[src/rtl/ext_irq_pkg.sv]
package ext_irq_pkg;
  localparam int NSRC = 5;
  localparam int S_EMG = 0;
  localparam int S_XC  = 1;
  localparam int S_CKC = 2;
  localparam int S_CPT = 3;
  localparam int S_SVC = 4;

  localparam logic [15:0] CODE_EMG = 16'h1201;
  localparam logic [15:0] CODE_XC  = 16'h1202;
  localparam logic [15:0] CODE_CKC = 16'h1004;
  localparam logic [15:0] CODE_CPT = 16'h1005;
  localparam logic [15:0] CODE_SVC = 16'h2401;

  // interruption code for a one-hot source selection
  function automatic logic [15:0] code_of(input logic [NSRC-1:0] sel);
    logic [15:0] c;
    c = 16'h0000;
    if (sel[S_EMG]) c = CODE_EMG;
    if (sel[S_XC])  c = CODE_XC;
    if (sel[S_CKC]) c = CODE_CKC;
    if (sel[S_CPT]) c = CODE_CPT;
    if (sel[S_SVC]) c = CODE_SVC;
    return c;
  endfunction
endpackage

[src/rtl/ext_lowest_set.sv]
module ext_lowest_set #(
  parameter int W  = 16,
  localparam int IW = (W > 1) ? $clog2(W) : 1
) (
  input  logic [W-1:0]  vec_i,
  output logic          found_o,
  output logic [IW-1:0] idx_o,
  output logic [W-1:0]  bit_o
);
  always_comb begin
    found_o = 1'b0;
    idx_o   = '0;
    for (int i = W - 1; i >= 0; i--) begin
      if (vec_i[i]) begin
        found_o = 1'b1;
        idx_o   = IW'(i);
      end
    end
    bit_o = found_o ? (W'(1) << idx_o) : '0;
  end
endmodule

[src/rtl/ext_prio_chain.sv]
module ext_prio_chain #(
  parameter int N = 5
) (
  input  logic [N-1:0] elig_i,
  output logic [N-1:0] sel_o,
  output logic         any_o
);
  logic [N:0] blocked;
  assign blocked[0] = 1'b0;
  for (genvar k = 0; k < N; k++) begin : g_link
    assign blocked[k+1] = blocked[k] | elig_i[k];
    assign sel_o[k]     = elig_i[k] & ~blocked[k];
  end
  assign any_o = blocked[N];
endmodule

[src/rtl/ext_irq_arbiter.sv]
module ext_irq_arbiter
  import ext_irq_pkg::*;
#(
  parameter int NCPU   = 16,
  parameter int ADDR_W = 16,
  parameter int PARM_W = 32
) (
  input  logic              clk,
  input  logic              rst_n,
  input  logic [NCPU-1:0]   emg_set_i,
  input  logic              xcall_set_i,
  input  logic [ADDR_W-1:0] xcall_addr_i,
  input  logic              ckc_set_i,
  input  logic              cpt_set_i,
  input  logic              svc_avail_i,
  input  logic [PARM_W-1:0] svc_param_i,
  input  logic [NSRC-1:0]   sub_mask_i,
  input  logic              accept_i,
  output logic              irq_req_o,
  output logic              svc_pop_o,
  output logic              dlv_vld_o,
  output logic [15:0]       dlv_code_o,
  output logic [ADDR_W-1:0] dlv_addr_o,
  output logic [PARM_W-1:0] dlv_param_o,
  output logic              err_o
);
  localparam int IW = (NCPU > 1) ? $clog2(NCPU) : 1;

  logic [NCPU-1:0]   emg_map;
  logic              emg_pend, xc_pend, ckc_pend, cpt_pend;
  logic [ADDR_W-1:0] xc_addr;

  logic [NSRC-1:0]   pend_vec, elig, sel;
  logic              any_elig, take;
  logic              low_found;
  logic [IW-1:0]     low_idx;
  logic [NCPU-1:0]   low_bit, emg_clr, map_nxt;
  logic              take_emg, take_xc, take_ckc, take_cpt;

  assign pend_vec = {svc_avail_i, cpt_pend, ckc_pend, xc_pend, emg_pend};
  assign elig     = pend_vec & sub_mask_i;

  ext_prio_chain #(.N(NSRC)) u_chain (
    .elig_i (elig),
    .sel_o  (sel),
    .any_o  (any_elig)
  );

  ext_lowest_set #(.W(NCPU)) u_low (
    .vec_i   (emg_map),
    .found_o (low_found),
    .idx_o   (low_idx),
    .bit_o   (low_bit)
  );

  assign take     = accept_i & any_elig;
  assign take_emg = take & sel[S_EMG];
  assign take_xc  = take & sel[S_XC];
  assign take_ckc = take & sel[S_CKC];
  assign take_cpt = take & sel[S_CPT];
  assign emg_clr  = take_emg ? low_bit : '0;
  assign map_nxt  = (emg_map & ~emg_clr) | emg_set_i;

  assign irq_req_o = any_elig;
  assign svc_pop_o = take & sel[S_SVC];

  always_ff @(posedge clk) begin
    if (!rst_n) begin
      emg_map  <= '0;
      emg_pend <= 1'b0;
      xc_pend  <= 1'b0;
      xc_addr  <= '0;
      ckc_pend <= 1'b0;
      cpt_pend <= 1'b0;
    end else begin
      emg_map <= map_nxt;
      if (|emg_set_i)                 emg_pend <= 1'b1;
      else if (take_emg && !(|map_nxt)) emg_pend <= 1'b0;
      if (xcall_set_i) begin
        xc_pend <= 1'b1;
        xc_addr <= xcall_addr_i;
      end else if (take_xc) begin
        xc_pend <= 1'b0;
      end
      if (ckc_set_i)     ckc_pend <= 1'b1;
      else if (take_ckc) ckc_pend <= 1'b0;
      if (cpt_set_i)     cpt_pend <= 1'b1;
      else if (take_cpt) cpt_pend <= 1'b0;
    end
  end

  always_ff @(posedge clk) begin
    if (!rst_n) begin
      dlv_vld_o   <= 1'b0;
      dlv_code_o  <= '0;
      dlv_addr_o  <= '0;
      dlv_param_o <= '0;
      err_o       <= 1'b0;
    end else begin
      dlv_vld_o <= take;
      err_o     <= accept_i & ~any_elig;
      if (take) begin
        dlv_code_o  <= code_of(sel);
        dlv_addr_o  <= sel[S_EMG] ? ADDR_W'(low_idx) :
                       sel[S_XC]  ? xc_addr : '0;
        dlv_param_o <= sel[S_SVC] ? svc_param_i : '0;
      end
    end
  end

  // ---------------- assertions ----------------
  p_sel_masked_r2: assert property (@(posedge clk) disable iff (!rst_n)
    take |-> ((sel & ~sub_mask_i) == '0) && (sel != '0));

  p_emg_first_r1: assert property (@(posedge clk) disable iff (!rst_n)
    (accept_i && emg_pend && sub_mask_i[S_EMG]) |=> (dlv_code_o == CODE_EMG));

  p_emg_one_bit_r3: assert property (@(posedge clk) disable iff (!rst_n)
    (take_emg && emg_set_i == '0) |=>
      ($countones(emg_map) + 1 == $countones($past(emg_map))));

  p_pend_tracks_map_r4: assert property (@(posedge clk) disable iff (!rst_n)
    emg_pend == (|emg_map));

  p_xc_cleared_r5: assert property (@(posedge clk) disable iff (!rst_n)
    (take_xc && !xcall_set_i) |=> !xc_pend);

  p_pop_needs_svc_r7: assert property (@(posedge clk) disable iff (!rst_n)
    svc_pop_o |-> (svc_avail_i && sub_mask_i[S_SVC]));

  p_err_no_dlv_r8: assert property (@(posedge clk) disable iff (!rst_n)
    (accept_i && !irq_req_o) |=> (err_o && !dlv_vld_o));

  p_err_keeps_state_r8: assert property (@(posedge clk) disable iff (!rst_n)
    (accept_i && !irq_req_o && emg_set_i == '0) |=> $stable(emg_map));

  p_dlv_follows_r9: assert property (@(posedge clk) disable iff (!rst_n)
    (accept_i && irq_req_o) |=> dlv_vld_o);

  p_set_wins_r10: assert property (@(posedge clk) disable iff (!rst_n)
    (take_ckc && ckc_set_i) |=> ckc_pend);
endmodule

[config.mk]
export PLATFORM = sky130hd
export DESIGN_NAME = ext_irq_arbiter
export DESIGN_NICKNAME = d
export VERILOG_FILES = /design/src/rtl/ext_irq_pkg.sv /design/src/rtl/ext_lowest_set.sv /design/src/rtl/ext_prio_chain.sv /design/src/rtl/ext_irq_arbiter.sv
export SDC_FILE = /design/constraint.sdc
export NUM_CORES = 1
export LEC_CHECK = 0
export BUFFER_PORTS_ARGS = -buffer_cell sky130_fd_sc_hd__buf_2
export CORE_ASPECT_RATIO = 1.5
export CORE_MARGIN = 1.5
export CORE_UTILIZATION = 40
export CTS_CLUSTER_DIAMETER = 200
export DETAILED_ROUTE_END_ITERATION = 7
export HOLD_SLACK_MARGIN = 0.03
export PLACE_DENSITY = 0.77
export SYNTH_ARGS = -nofsm -noshare
export SYNTH_HDL_FRONTEND = slang
export SYNTH_SLANG_ARGS = --single-unit
[constraint.sdc]
create_clock -name clk -period 3.1 [get_ports clk]
set_input_delay 0.62 -clock clk [delete_from_list [all_inputs] [get_ports clk]]
set_output_delay 0.62 -clock clk [all_outputs]
set_load 0.005 [all_outputs]
==> metrics.yaml <==
min_path_type: "reg2reg"
synthFlopType: "dfxtp_1"
num_antenna_cells: 0
ys_seq_area_frac: 0.504
cpMostUsedCell: "buf_2"
final_nets: 606
io_pins: 144
switchingPower_w: 0.000650
fmax_ghz: 0.403
ys_ff_latch: 92
cts.reportedPaths.clkPinSlew_ps: 60
rows: 42
start_util: 0.414
pwr-share-clk: 0.429
gp_congestion: 0.949
post-route-util: 0.534
antenna_found_initial: 0
fin_setup_tns_ps: 0
critPathMaxStageDelay_ps: 500
vdd_ir_drop_max_uv: 412
ys.warnings.count: 0
first_global_vias: 3245
synth_most_common_cell: "nor2_1"
grt_pass1_wl_um: 15500
p_leak_nw: 2.16
numCtsBuffers: 9
cp.required_ps: 2480
vias: 3486
hold_depth: 2
drc: 0
rsz0062_at_grt: "false"
yosysUniqueCellTypes: 50
multi_input_area_um2: 1620
crit_buf_inv: 2
pwr-share-comb: 0.107
critical_path_arrival_ps: 1860
synthTopCellsByArea: "dfxtp_1 (50%), nor2_1 (10%), a22oi_1 (9.7%)"
status: "complete, no violations"
end_kind: "primary output"
min_period_over_period: 0.799
drt_wl_total_um: 9880
cpLargestDelayFamily: "compound AO/OA/AOI/OAI gates"
clock_latency_ps: 340
power.density_nw_per_um2: 582
core_region_area_um2: 8830
netlist.area_leader.share: 0.504
syn-cell-area_um2: 3660
port_buffers: 134
path_max_fanout: 5
sw_frac_of_total: 0.237
setup.worst_path.start_class: "input pin"
cts_hold_buf: 0
grt_use_total: 0.210
tightest_slew_ps: 965
dieArea_um2: 9730
ant_nets: 0
cts_max_level: 3
hold_violations: 0
yosysTopAreaCell: "dfxtp_1"
drv_cap: 0
fin_crit_ps: 2480
slew_violations: 0
cp_slowest_cell: "a222oi_1"
cts_buffer_depth: 2
dr.pass1.iters: 6
cts_sinks: 92
dpl.hpwl_um: 7280
syn_to_final_growth_pct: 29.0
n_fill_cell: 803
cp.depth: 5
die_y_um: 120
crit_chain: "buf_2 -> a222oi_1 -> nand2_1 -> a21o_1 -> buf_2"
drt-wirelength-per-cell_um: 15.3
synthCells: 404
slew_headroom: 0.354
ys_async_sr_fraction: 0
reg2reg_depth: 7
syn_avg_cell_area_um2: 9.05
grt-ovfl-total: 0
vias_per_cell: 5.41
final_layout_size_suffix_gt1_frac: 0.307
setup_viol: 0
intPower_w: 0.00210
seqCellArea_um2: 1840
cts_tree: "done"
netlist_top_cells_count: "nor2_1 (97), dfxtp_1 (92), a22oi_1 (47), a21oi_1 (19), inv_1 (17)"
post_cts_resize_count: 0
final.setup_skew_ps: 3.56
drt-initial-drc-count: 212
crit_type: "in2out"
post-cts-setup-buffers: 0
cts_root_buf: "clkbuf_16"
synth-edff-count: 0
seqPwrFrac: 0.464
die_w_um: 81.1
grt_max_degree: 55
[layer usage]
metal  global-route usage  vias to the layer above  share of wire
met5                    0                        -              0
met4                0.114                        0          0.032
met3               0.0433                       27          0.060
met1                0.243                     1630           0.39
met2                0.355                      157           0.52
li1                     -                     1672              -
[registers in the layout, indices dropped and copies added (netlist names)]
| signal | flops |
|---|---|
| dlv_vld_o | 1 |
| xc_addr | 16 |
| err_o | 1 |
| emg_pend | 1 |
| dlv_code_o | 6 |
| dlv_addr_o | 16 |
| ckc_pend | 1 |
| dlv_param_o | 32 |
| xc_pend | 1 |
| emg_map | 16 |
| cpt_pend | 1 |
[worst min-delay path: stages, from the launching register on]
cell	delay, ps
dfxtp_1	330
a21oi_1	40
nor2_1	80
[worst paths after layout]
path                               from                         end  slack (ps)
max reg2reg      emg_map[14]$_SDFF_PN0_       emg_pend$_SDFFE_PN0P_         680
max                       sub_mask_i[0]                   irq_req_o         620
min          dlv_code_o[0]$_SDFFE_PN0P_  dlv_code_o[0]$_SDFFE_PN0P_         490
min reg2reg  dlv_code_o[0]$_SDFFE_PN0P_  dlv_code_o[0]$_SDFFE_PN0P_         490
[kinds of logic (layout without fill, tap and decap cells)]
family,Yosys count,in the layout,share of synthesized area
simple gates,138,138,0.166
compound gates,108,108,0.221
other cells,1,9,0.00103
fa+ha+maj,1,1,0.00274
buf+inv,48,170,0.0616
mux,16,16,0.0438
flops,92,92,0.504
[cell usage in the layout (no fill, tap or decap), types with 3 or more instances in the layout]
| cell | count |
|---|---|
| o21ai_0 | 6 |
| mux2i_1 | 16 |
| nor3_1 | 6 |
| inv_1 | 16 |
| conb_1 | 9 |
| dfxtp_1 | 92 |
| clkbuf_16 | 9 |
| a21oi_1 | 19 |
| a22oi_1 | 47 |
| nand2_1 | 10 |
| nor2_1 | 96 |
| o21a_1 | 3 |
| buf_2 | 134 |
| o41ai_1 | 3 |
| a211oi_1 | 3 |
| o31ai_1 | 3 |
| nand2b_1 | 3 |
| a221oi_1 | 4 |
| nand3_1 | 7 |
[area by class of cell]
| class | instances | area share |
|---|---|---|
| Sequential cell | 92 | 0.391 |
| Clock buffer | 11 | 0.0536 |
| Inverter | 17 | 0.0135 |
| Clock inverter | 4 | 0.0154 |
| Tap cell | 110 | 0.0292 |
| Multi-Input combinational cell | 272 | 0.344 |
| Timing Repair Buffer | 138 | 0.154 |
[power groups by stage]
stage / registers [W] / clock network [W] / logic, W
floorplan: 0.00129 / 0 / 0.000181
global placement: 0.00130 / 0 / 0.000289
detailed placement: 0.00130 / 0 / 0.000293
CTS: 0.00127 / 0.00121 / 0.000294
global route: 0.00128 / 0.00126 / 0.000324
finish: 0.00127 / 0.00118 / 0.000293
[metrics by stage]
step                      setup slack [ps]  cells  power [W]  hold slack (ps)  instance area (um2)
final                                  622    644    0.00275              487                 4720
after detailed placement               388    629    0.00159              483                 4390
after floorplan                        815    412    0.00147              451                 3690
after global placement                 474    629    0.00159              464                 4390
after CTS                              680    644    0.00278              482                 4720
after global routing                   475    644    0.00286              500                 4720
Note: power is estimated with default switching activity, not from simulation.
